### config.mk
export PLATFORM = sky130hd
export DESIGN_NAME = prbs23_bist
export DESIGN_NICKNAME = d
export VERILOG_FILES = /design/src/rtl/prbs23_pkg.sv /design/src/rtl/prbs_gen.sv /design/src/rtl/prbs_chk.sv /design/src/rtl/err_counter.sv /design/src/rtl/prbs23_bist.sv
export SDC_FILE = /design/constraint.sdc
export NUM_CORES = 1
export LEC_CHECK = 0
export CORE_ASPECT_RATIO = 2
export CORE_UTILIZATION = 36
export DETAILED_ROUTE_END_ITERATION = 16
export HOLD_SLACK_MARGIN = 0.15
export PLACE_DENSITY_LB_ADDON = 0.2
export SLEW_MARGIN = 10
export SYNTH_ARGS = -nofsm -noshare
export SYNTH_HDL_FRONTEND = slang
export SYNTH_SLANG_ARGS = --single-unit
### constraint.sdc
create_clock -name clk -period 6.9 [get_ports clk]
set_input_delay 1.725 -clock clk [delete_from_list [all_inputs] [get_ports clk]]
set_output_delay 1.725 -clock clk [all_outputs]
set_load 0.03 [all_outputs]
### src/rtl/prbs23_pkg.sv
package prbs23_pkg;
  localparam int unsigned PN_ORDER = 23;
  localparam int unsigned PN_TAP   = 18;
  localparam int unsigned WORD_W   = 10;

  typedef logic [PN_ORDER-1:0] pn_state_t;
  typedef logic [WORD_W-1:0]   pn_word_t;

  // Advance the register by one word; each step shifts left and appends
  // the feedback bit, so the oldest bit of a word lands in its top bit.
  function automatic pn_state_t pn_advance(pn_state_t s);
    pn_state_t t;
    t = s;
    for (int i = 0; i < WORD_W; i++)
      t = {t[PN_ORDER-2:0], t[PN_ORDER-1] ^ t[PN_TAP-1]};
    return t;
  endfunction

  // The word produced by one advance is the low part of the new state.
  function automatic pn_word_t pn_word_of(pn_state_t advanced);
    return advanced[WORD_W-1:0];
  endfunction
endpackage

### src/rtl/prbs_gen.sv
module prbs_gen
  import prbs23_pkg::*;
#(
  parameter pn_state_t SEED = '1
) (
  input  logic     clk,
  input  logic     rst_n,
  input  logic     restart,
  input  logic     en,
  output pn_word_t word
);
  pn_state_t st;
  pn_state_t nxt;
  logic      nxt_zero;

  assign nxt      = pn_advance(st);
  assign nxt_zero = (nxt == '0);

  always_ff @(posedge clk) begin
    if (!rst_n || restart) begin
      st   <= SEED;
      word <= '0;
    end else if (en) begin
      st   <= nxt_zero ? SEED : nxt;
      word <= pn_word_of(nxt);
    end
  end

  AST_GEN_NONZERO: assert property (@(posedge clk) disable iff (!rst_n)
    st != '0);
  AST_GEN_HOLD: assert property (@(posedge clk) disable iff (!rst_n)
    (!$past(en) && !$past(restart)) |-> $stable(word));
endmodule

### src/rtl/prbs_chk.sv
module prbs_chk
  import prbs23_pkg::*;
#(
  parameter int unsigned LOCK_RUN = 16,
  parameter int unsigned LOSS_WIN = 16,
  parameter int unsigned LOSS_TH  = 8
) (
  input  logic     clk,
  input  logic     rst_n,
  input  logic     restart,
  input  logic     rx_valid,
  input  pn_word_t rx_word,
  output logic     locked,
  output logic     word_bad
);
  localparam int unsigned RUN_W = (LOCK_RUN > 1) ? $clog2(LOCK_RUN) : 1;
  localparam int unsigned WIN_W = (LOSS_WIN > 1) ? $clog2(LOSS_WIN) : 1;
  localparam logic [RUN_W-1:0] RUN_LAST  = RUN_W'(LOCK_RUN - 1);
  localparam logic [WIN_W-1:0] WIN_LAST  = WIN_W'(LOSS_WIN - 1);
  localparam logic [WIN_W-1:0] LOSS_LAST = WIN_W'(LOSS_TH - 1);

  pn_state_t        hist;
  pn_state_t        pred_st;
  logic             mismatch;
  logic             hist_live;
  logic             word_good;
  logic             lock_hit;
  logic             loss_hit;
  logic             win_end;
  logic [RUN_W-1:0] run;
  logic [WIN_W-1:0] win_cnt;
  logic [WIN_W-1:0] win_err;

  assign pred_st   = pn_advance(hist);
  assign mismatch  = (pn_word_of(pred_st) != rx_word);
  assign hist_live = (hist != '0);
  assign word_good = !mismatch && hist_live;
  assign word_bad  = locked && rx_valid && mismatch;
  assign lock_hit  = !locked && rx_valid && word_good && (run == RUN_LAST);
  assign loss_hit  = word_bad && (win_err == LOSS_LAST);
  assign win_end   = (win_cnt == WIN_LAST);

  always_ff @(posedge clk) begin
    if (!rst_n || restart) begin
      hist    <= '0;
      locked  <= 1'b0;
      run     <= '0;
      win_cnt <= '0;
      win_err <= '0;
    end else if (rx_valid) begin
      if (!locked) begin
        hist <= {hist[PN_ORDER-WORD_W-1:0], rx_word};
        if (lock_hit) begin
          locked  <= 1'b1;
          run     <= '0;
          win_cnt <= '0;
          win_err <= '0;
        end else if (word_good) begin
          run <= run + 1'b1;
        end else begin
          run <= '0;
        end
      end else if (loss_hit) begin
        hist    <= pred_st;
        locked  <= 1'b0;
        run     <= '0;
        win_cnt <= '0;
        win_err <= '0;
      end else begin
        hist    <= pred_st;
        win_cnt <= win_end ? '0 : win_cnt + 1'b1;
        win_err <= win_end ? '0 : win_err + WIN_W'(word_bad);
      end
    end
  end

  AST_LOCK_RUN: assert property (@(posedge clk) disable iff (!rst_n)
    $rose(locked) |-> ($past(run) == RUN_LAST && $past(rx_valid)));
  AST_LOSS_COUNT: assert property (@(posedge clk) disable iff (!rst_n)
    ($fell(locked) && !$past(restart)) |-> ($past(win_err) == LOSS_LAST));
  AST_IDLE_HOLD: assert property (@(posedge clk) disable iff (!rst_n)
    (!$past(rx_valid) && !$past(restart)) |-> ($stable(locked) && $stable(hist)));
endmodule

### src/rtl/err_counter.sv
module err_counter #(
  parameter int unsigned CNT_W = 16
) (
  input  logic             clk,
  input  logic             rst_n,
  input  logic             clr,
  input  logic             inc,
  output logic [CNT_W-1:0] cnt
);
  logic full;
  assign full = &cnt;

  always_ff @(posedge clk) begin
    if (!rst_n || clr)      cnt <= '0;
    else if (inc && !full)  cnt <= cnt + 1'b1;
  end

  AST_CNT_STEP: assert property (@(posedge clk) disable iff (!rst_n)
    (cnt != $past(cnt)) |-> (cnt == $past(cnt) + 1'b1 || cnt == '0));
  AST_NO_OVERFLOW: assert property (@(posedge clk) disable iff (!rst_n)
    ((&$past(cnt)) && !$past(clr)) |-> (&cnt));
endmodule

### src/rtl/prbs23_bist.sv
module prbs23_bist
  import prbs23_pkg::*;
#(
  parameter pn_state_t   SEED     = '1,
  parameter int unsigned LOCK_RUN = 16,
  parameter int unsigned LOSS_WIN = 16,
  parameter int unsigned LOSS_TH  = 8,
  parameter int unsigned CNT_W    = 16
) (
  input  logic              clk,
  input  logic              rst_n,
  input  logic              test_start,
  input  logic              gen_en,
  output logic [WORD_W-1:0] gen_word,
  input  logic              rx_valid,
  input  logic [WORD_W-1:0] rx_word,
  input  logic              err_clear,
  output logic              locked,
  output logic [CNT_W-1:0]  err_count
);
  logic word_bad;
  logic cnt_clr;

  assign cnt_clr = err_clear || test_start;

  prbs_gen #(.SEED(SEED)) u_gen (
    .clk(clk), .rst_n(rst_n), .restart(test_start), .en(gen_en), .word(gen_word)
  );

  prbs_chk #(.LOCK_RUN(LOCK_RUN), .LOSS_WIN(LOSS_WIN), .LOSS_TH(LOSS_TH)) u_chk (
    .clk(clk), .rst_n(rst_n), .restart(test_start), .rx_valid(rx_valid),
    .rx_word(rx_word), .locked(locked), .word_bad(word_bad)
  );

  err_counter #(.CNT_W(CNT_W)) u_cnt (
    .clk(clk), .rst_n(rst_n), .clr(cnt_clr), .inc(word_bad), .cnt(err_count)
  );

  AST_NO_ERR_UNLOCKED: assert property (@(posedge clk) disable iff (!rst_n)
    (!$past(locked) && !$past(cnt_clr)) |-> $stable(err_count));
  AST_CLEAR_WINS: assert property (@(posedge clk) disable iff (!rst_n)
    $past(cnt_clr) |-> (err_count == '0));
endmodule

==> results of run 1 <==
-- flip-flops by register name, indices dropped and copies added (netlist names) --
signal	count
u_gen.st	23
u_gen.word	10
u_chk.hist	23
u_chk.win_cnt	4
u_cnt.cnt	16
u_chk.locked	1
u_chk.win_err	4
u_chk.run	4
-- metrics by stage --
step	utilization, %	hold WS [ns]	worst slack, ns	cell area [um^2]
floorplan	-	0.435	2.93	3950
global placement	42.2	0.444	2.36	4480
detailed placement	42.2	0.458	2.31	4480
CTS	44.9	0.466	2.66	4770
global route	44.9	0.503	2.43	4770
finish	44.9	0.472	2.65	4770
-- final cells by class --
type / instances / area [um^2]
Clock buffer: 10 / 239
Clock inverter: 6 / 47.5
Fill cell: 1048 / 5840
Inverter: 9 / 33.8
Multi-Input combinational cell: 342 / 2130
Sequential cell: 85 / 1700
Tap cell: 137 / 171
Timing Repair Buffer: 46 / 445
-- worst paths after layout --
check / start / end / slack (ns)
worst min-delay path: u_chk.win_cnt[1]$_SDFFE_PP0P_ / u_chk.win_cnt[1]$_SDFFE_PP0P_ / 0.47
worst min register to register: u_chk.win_cnt[1]$_SDFFE_PP0P_ / u_chk.win_cnt[1]$_SDFFE_PP0P_ / 0.47
worst max-delay path: rx_valid / u_chk.run[2]$_SDFFE_PP0P_ / 2.65
worst max register to register: u_chk.hist[10]$_SDFFE_PP0P_ / u_chk.win_err[3]$_SDFFE_PP0P_ / 4.41
-- logic make-up (layout without fill, tap and decap cells) --
kind of cell / after synthesis / count (layout)
buffers and inverters: 31 / 71
AOI/OAI and AO/OA: 99 / 99
and+or+nand+nor: 168 / 168
DFF: 85 / 85
adders and majority gates: 5 / 5
muxes: 32 / 32
xor gates and xnor gates: 38 / 38
-- layer usage --
| metal | track usage [%] | vias up |
|---|---|---|
| met1 | 17.5 | 1600 |
| met3 | 2.61 | 9 |
| met2 | 34.4 | 54 |
| met5 | 0 | - |
| li1 | - | 1704 |
| met4 | 7.21 | 0 |
-- power groups by stage --
| stage | clock network [uW] | logic (uW) | registers [uW] |
|---|---|---|---|
| floorplan | 0 | 43.1 | 518 |
| global placement | 0 | 70.7 | 517 |
| detailed placement | 0 | 71.0 | 517 |
| CTS | 472 | 71.4 | 506 |
| global route | 493 | 77.6 | 506 |
| finish | 462 | 70.6 | 506 |
-- worst max-delay path, cell delays in order --
cell and delay (ns):
clkdlybuf4s50_1 1.12, inv_1 0.66, o311ai_0 0.47, a21oi_1 0.07, and3_1 0.23, o21ai_1 0.08, o21ai_0 0.09
-- cells in the final DEF (no fill, tap or decap), types with 2 or more instances in the layout --
cell             synthesis  layout
nor4_1                   9       9
mux2i_1                 31      31
nand3_1                 20      20
o21ai_0                 25      25
a211oi_1                16      16
ha_1                     5       5
a21oi_2                  1       2
a31o_1                   3       3
a22o_1                   2       2
and3_1                   7       7
nor3_1                   4       4
a211o_2                  2       2
nor2_1                  55      55
a31oi_1                  2       2
nand4_1                  5       5
xnor2_1                 28      28
nand2b_1                 2       2
dfxtp_1                 85      85
inv_1                    9       9
and4_1                   2       2
buf_4                    1       4
or3_1                    7       7
o21ai_1                  2       2
and2_1                   3       3
xor2_1                  10      10
clkbuf_16                0       9
clkinvlp_4               0       4
a2111oi_0                2       2
clkdlybuf4s50_1          0      41
nand2_1                 48      48
o211ai_1                 2       2
a21oi_1                 31      30
o311ai_0                 2       2
==> impl_metrics.toml, run 1 <==
[synthesis]
synth_top_family_by_area = "simple AND/OR/NAND/NOR gates"
netlist_instances = 458
synth_area_leaders = "dfxtp_1 43%, mux2i_1 7.9%, xnor2_1 6.2%"
synth_area_leader_cell = "dfxtp_1"
yosysTopAreaCellShare_pct = 43.1
synth_compound_area_share_pct = 15.9
yosysMostFrequentCell = "dfxtp_1"
ys_warn_count = 0
netlist_area_um2 = 3950
synth-async-reset-ratio_pct = 0
yosysUniqueCellTypes = 49
avgSynthCellArea_um2 = 8.62
synth.area.mux_share_pct = 8.14
synth_ff_type = "dfxtp_1"
synth-xor-area-share_pct = 8.43
synth_seq_area_share_pct = 43.1
synthesis.nets = 479
synth_edf_count = 0
post_synth_most_frequent_cells = "85 x dfxtp_1, 55 x nor2_1, 48 x nand2_1, 31 x a21oi_1, 31 x mux2i_1"
synthAdderAreaFrac_pct = 1.58
synthSimpleGateAreaFrac_pct = 19.7
synth-seq-cells = 85

[drt]
drt_iter0_markers = 165
wire_per_inst_um = 14.8
ant_nets = 0
vias = 3367
wirelength_um = 9410
met1Wirelength_um = 3780
wl_met2_um = 5230
avgViaCountPerCell = 5.30
wl_met3_um = 253
dr.max_layer_used = "met4"
remaining_drc_errors = 0
dr.pass1.iters = 4

[global_routing]
grt_max_degree = 53
gr-total-overflow = 0
grt_usage_pct = 17.2
grt_pass1_vias = 3179
grt_pass1_wl_um = 15400
antenna_found_initial = 0

[cts]
cts_num_sinks = 85
tritoncts = "done"
htree_levels = 3
cts_resized = 0
ctsHoldBuffers = 0
cts_buffers = 9
cts_setup_buffers = 0
clock_path_buffers = 2
root_buffer = "clkbuf_16"
path_clk_slew_ns = 0.06
clk_latency_ns = 0.34

[worst_setup_path]
required_ns = 7.11
endpoint_kind = "flip-flop"
cp_max_fo = 25
worstSetupStartpointType = "primary input"
path_class = "in -> reg"
rr_worst_depth = 10
worst_ep_arrival_time_ns = 4.47

[die]
io-pin-count = 43
num_rows = 53
die_x_um = 76.1
initial_utilization_pct = 37.2
dieArea_um2 = 11400
coreArea_um2 = 10600
fp.dieH_um = 150

[outcome]
status = "finished, final reports clean"

[sta]
tightest_slew_ns = 1.13
rsz0062_at_grt = "no"
setup_viol = 0
slew_headroom_pct = 24.6
slew_violations = 0
fin_skew_ns = 0.00566
max_freq_mhz = 235
setup_tns_ns = 0
min_period_over_period_pct = 61.7
min_period_ns = 4.25
hold_viol = 0

[power_and_ir_drop]
p_leak_uw = 0.00171
finalPower_uw = 1040
power_frac_seq_pct = 48.7
p_sw_share_pct = 24.5
combPwrFrac_pct = 6.8
pwr-share-clk_pct = 44.5
p_sw_uw = 254
pwr_density_cell_nw_per_um2 = 218
intPower_uw = 784
peakVddDrop_uv = 149

[cells_and_area]
antenna_cells = 0
drive_gt1_share_pct = 6.02
area_delta_synth_final_pct = 20.8
final_nets = 514
final_cells = 635

[placement]
dpl.hpwl_um = 6800
port_buffers = 42
place_congestion = 0.770
placed_cells = 619

[worst_hold_path]
worst_hold_path.num_cells = 2
hold_class = "reg -> reg"

[run]
max-cap-violations = 0
Power figures use the tool's default switching activity.
==> inputs of run 2 (changes only) <==
Clock period 6.9 ns to 4.4 ns, I/O delays scaled along.
==> run 2 against run 1 <==
Effect of this change:
- clock-buffer cell count decreased by 1
- clock power rose by 64%
- wire length rose by 3.2%
- worst hold slack got worse by 0.0078 ns
- clock skew up 0.0029 ns
==> impl_metrics.toml, run 2 (synthesis results as in run 1) <==
[worst_setup_path]
path_class = "in -> reg"
worst_ep_arrival_time_ns = 3.65
rr_worst_depth = 10
worstSetupStartpointType = "primary input"
ff2ff_setup_slack_ns = 1.85
r2r_start = "u_chk.hist[10]$_SDFFE_PP0P_"
endpoint_kind = "flip-flop"
cp_max_fo = 16
required_ns = 4.68
rr_endpoint = "u_chk.win_err[3]$_SDFFE_PP0P_"

[global_routing]
antenna_found_initial = 0
grt_pass1_wl_um = 16300
grt_usage_pct = 18.2
use_met1_pct = 18.1
use_met3_pct = 3.64
gr-total-overflow = 0
grt_max_degree = 53
grt_util_met2_pct = 36.0
grt_pass1_vias = 3339
grt_busiest_layer = "met2"

[die]
coreArea_um2 = 10600
io-pin-count = 43
dieArea_um2 = 11400
fp.dieH_um = 150
num_rows = 53
initial_utilization_pct = 37.2
die_x_um = 76.1

[sta]
min_period_ns = 3.37
setup_viol = 0
tightest_slew_ns = 0.906
worst_slack_ns = 1.03
slew_violations = 0
fin_skew_ns = 0.00854
max_freq_mhz = 296
rsz0062_at_grt = "no"
setup_tns_ns = 0
hold_viol = 0
slew_headroom_pct = 39.6
min_period_over_period_pct = 76.7

[drt]
drt_iter0_markers = 190
wire_per_inst_um = 15.2
vias = 3382
wirelength_um = 9710
dr.pass1.iters = 4
avgViaCountPerCell = 5.30
ant_nets = 0
remaining_drc_errors = 0

[placement]
place_ws_ns = 0.713
dpl.hpwl_um = 7030
port_buffers = 42
placed_cells = 622
place_congestion = 0.750

[cells_and_area]
n_fill_cell = 1067
reg_top3 = "u_chk.hist (23), u_gen.st (23), u_cnt.cnt (16)"
seq_area_um2 = 1700
final_cells = 638
final_cell_mix = "85 x dfxtp_1, 55 x nor2_1, 48 x nand2_1, 41 x clkdlybuf4s50_1"
area_delta_synth_final_pct = 21.5
multi_input_area_um2 = 2130
final_common_cell = "dfxtp_1"
drive_gt1_share_pct = 6.39
antenna_cells = 0
final_nets = 517

[cts]
path_clk_slew_ns = 0.06
clock_path_buffers = 2
cts_resized = 0
cts_setup_buffers = 0
root_buffer = "clkbuf_16"
cts_num_sinks = 85
clk_latency_ns = 0.34
tritoncts = "done"
ctsHoldBuffers = 0
cts_buffers = 9
htree_levels = 3

[worst_hold_path]
whs_endpoint = "u_chk.win_cnt[3]$_SDFFE_PP0P_"
worst_hold_path.num_cells = 1
hp-start = "u_chk.win_cnt[3]$_SDFFE_PP0P_"
hold_class = "reg -> reg"

[power_and_ir_drop]
p_leak_uw = 0.00174
peakVddDrop_uv = 239
pwr_density_cell_nw_per_um2 = 347

[outcome]
status = "finished, final reports clean"

[run]
max-cap-violations = 0
==> run 2: layer usage <==
| metal | up-vias | wire (um) |
|---|---|---|
| met5 | - | 0 |
| met4 | 0 | 157 |
| met3 | 14 | 273 |
| met2 | 47 | 5490 |
| met1 | 1617 | 3790 |
| li1 | 1704 | - |
==> run 2: where the power goes <==
group / switching [uW] / internal (uW)
Sequential: 11.5 / 782
Combinational: 64.4 / 47.6
Clock: 317 / 441
==> run 2: cell type report <==
| type | instances | share of cell area [%] |
|---|---|---|
| multi-input cells | 342 | 44.3 |
| well taps | 137 | 3.57 |
| inverters | 9 | 0.704 |
| clock inverters | 7 | 1.51 |
| flip-flops and latches | 85 | 35.5 |
| repair buffers | 49 | 9.75 |
| clock buffers | 9 | 4.69 |
==> run 2: worst max path at each step <==
stage | from | end | slack (ns) | cells after the start
floorplan | rx_word[2] | u_chk.win_err[1]$_SDFFE_PP0P_ | 1.05 | 8
global placement | rx_word[2] | u_chk.win_err[3]$_SDFFE_PP0P_ | 0.78 | 10
detailed placement | rx_word[2] | u_chk.win_err[3]$_SDFFE_PP0P_ | 0.71 | 11
CTS | rx_word[2] | u_chk.win_err[3]$_SDFFE_PP0P_ | 1.04 | 11
global route | rx_word[2] | u_chk.win_err[3]$_SDFFE_PP0P_ | 0.88 | 11
finish | rx_word[2] | u_chk.win_err[3]$_SDFFE_PP0P_ | 1.03 | 11
==> run 2: critical path: stages <==
cell and delay, ns:
clkdlybuf4s50_1 0.45, xor2_1 0.17, or3_1 0.35, a222oi_1 0.38
buf_4 0.28, a21oi_2 0.09, ha_1 0.24, nand3_1 0.12
nand4_1 0.10, nor3b_1 0.22, a221o_1 0.15
==> run 2: through the flow <==
step	power [uW]	instance area, um^2	hold slack (ns)	util [%]
finish	1660	4800	0.464	45.2
global route	1740	4800	0.482	45.2
floorplan	880	3950	0.435	-
detailed placement	923	4500	0.455	42.4
CTS	1680	4800	0.465	45.2
global placement	921	4500	0.446	42.4
==> inputs of run 3 (changes only) <==
Clock period 4.4 ns to 3.31 ns, I/O delays scaled along.
==> run 3 against run 2 <==
Effect of this change:
- utilization up 0.70 points
- global-route usage fell by 0.51 points
- total power is 38% higher
- wire length fell by 2.2%
- clock skew down 0.0036 ns
- clock-buffer cell count grew 3
- cell count rose by 0.94%
==> impl_metrics.toml, run 3 (synthesis results as in run 1) <==
[outcome]
status = "finished, final reports clean"

[worst_setup_path]
path_buf_inv = 2
required_ns = 3.59
slowest_stage = "clkdlybuf4s50_1"
crit_chain = "clkdlybuf4s50_1 -> xor2_1 -> or3_1 -> a222oi_1 -> buf_4 -> a21oi_2 -> ha_1 -> nand3_1 -> nand4_1 -> nor3b_1 -> a221o_1"
cp_top_family = "simple AND/OR/NAND/NOR gates"
path_class = "in -> reg"
cp_max_fo = 3
worstSetupStartpointType = "primary input"
worst_ep_arrival_time_ns = 3.23
slowest_delay_ns = 0.44
endpoint_kind = "flip-flop"

[cells_and_area]
area_delta_synth_final_pct = 23.4
final_common_cell = "dfxtp_1"
n_fill_cell = 1054
drive_gt1_share_pct = 7.30
final_nets = 523
final_cell_mix = "85 x dfxtp_1, 55 x nor2_1, 48 x nand2_1, 41 x clkdlybuf4s50_1"
final_area_um2 = 4870
final_cells = 644
antenna_cells = 0
reg_top3 = "u_chk.hist (23), u_gen.st (23), u_cnt.cnt (16)"
final_util_pct = 45.9

[drt]
dr.pass1.iters = 4
avgViaCountPerCell = 5.28
remaining_drc_errors = 0
met1Wirelength_um = 3810
wl_met3_um = 199
wl_met2_um = 5270
wirelength_um = 9500
dr.max_layer_used = "met4"
wire_per_inst_um = 14.8
ant_nets = 0
vias = 3399
drt_iter0_markers = 146

[sta]
worst_slack_ns = 0.361
slew_headroom_pct = 47.1
max_freq_mhz = 339
setup_tns_ns = 0
setup_viol = 0
min_period_over_period_pct = 89.1
min_period_ns = 2.95
slew_violations = 0
hold_viol = 0
rsz0062_at_grt = "no"
tightest_slew_ns = 0.789
fin_skew_ns = 0.00495

[worst_hold_path]
hold_class = "reg -> reg"

[cts]
htree_levels = 3
path_clk_slew_ns = 0.06
root_buffer = "clkbuf_16"
ctsHoldBuffers = 0
tritoncts = "done"
cts_resized = 0
cts_buffers = 9
cts_num_sinks = 85
cts_setup_buffers = 0
clock_path_buffers = 2
clk_latency_ns = 0.33

[placement]
placed_cells = 628
place_congestion = 0.758
placed_cell_area_um2 = 4550
place_ws_ns = 0.00173
dpl.hpwl_um = 6980
port_buffers = 42

[global_routing]
grt_max_degree = 52
antenna_found_initial = 0
grt_usage_pct = 17.7
grt_pass1_wl_um = 15900
gr-total-overflow = 0
grt_pass1_vias = 3326

[die]
die_x_um = 76.1
coreArea_um2 = 10600
fp.dieH_um = 150
num_rows = 53
dieArea_um2 = 11400
io-pin-count = 43
initial_utilization_pct = 37.2

[run]
max-cap-violations = 0

[power_and_ir_drop]
pwr_density_cell_nw_per_um2 = 472
peakVddDrop_uv = 298
p_leak_uw = 0.00179
## run 3: changes by cell type in the layout (fill, tap and decap cells not counted), sizes merged
cell / before / now
inv: 11 / 9
bufinv: 1 / 2
clkbuf: 9 / 12
clkinvlp: 2 / 0
buf: 8 / 14
## run 3: cell type report
| class | count | area [um^2] | share of cell area (%) |
|---|---|---|---|
| Timing Repair Buffer | 55 | 513 | 10.5 |
| Multi-Input combinational cell | 342 | 2130 | 43.6 |
| Tap cell | 137 | 171 | 3.52 |
| Sequential cell | 85 | 1700 | 34.9 |
| Inverter | 9 | 33.8 | 0.693 |
| Clock buffer | 12 | 256 | 5.26 |
| Clock inverter | 4 | 70.1 | 1.44 |
## run 3: per-stage QoR
stage	total power (uW)	hold WS [ns]
6_report	2300	0.462
5_1_grt	2380	0.494
3_5_place_dp	1230	0.458
3_3_place_gp	1230	0.456
2_1_floorplan	1170	0.435
4_1_cts	2330	0.467
## run 3: worst reg2reg max path, stage by stage (launching register included)
cell and delay (ns):
dfxtp_1 0.46, xor2_1 0.13, or3_1 0.37, a222oi_1 0.37
buf_4 0.19, a21oi_2 0.08, ha_1 0.22, nand3_1 0.11
nand4_1 0.11, nor3b_1 0.21, a221o_1 0.14
## run 3: routing by layer
layer / vias up / GRT usage [%]
met1: 1607 / 18.3
met3: 18 / 3.03
met5: - / 0
met4: 0 / 8.56
met2: 56 / 34.0
li1: 1718 / -
## run 3: path summary, 6_finish.rpt
check,end,slack (ns),startpoint,depth (start not counted)
setup / recovery,u_chk.win_err[3]$_SDFFE_PP0P_,0.36,rx_word[2],11
hold / removal,u_chk.win_cnt[3]$_SDFFE_PP0P_,0.46,u_chk.win_cnt[3]$_SDFFE_PP0P_,1
setup reg to reg,u_chk.win_err[3]$_SDFFE_PP0P_,0.87,u_chk.hist[10]$_SDFFE_PP0P_,10
hold reg to reg,u_chk.win_cnt[3]$_SDFFE_PP0P_,0.46,u_chk.win_cnt[3]$_SDFFE_PP0P_,1
## run 3: where the power goes
group / total, uW / switching, uW / internal [uW]
sequential: 1050 / 14.9 / 1040
clock: 1100 / 396 / 700
combinational: 151 / 85.9 / 65.2
total: 2300 / 497 / 1800
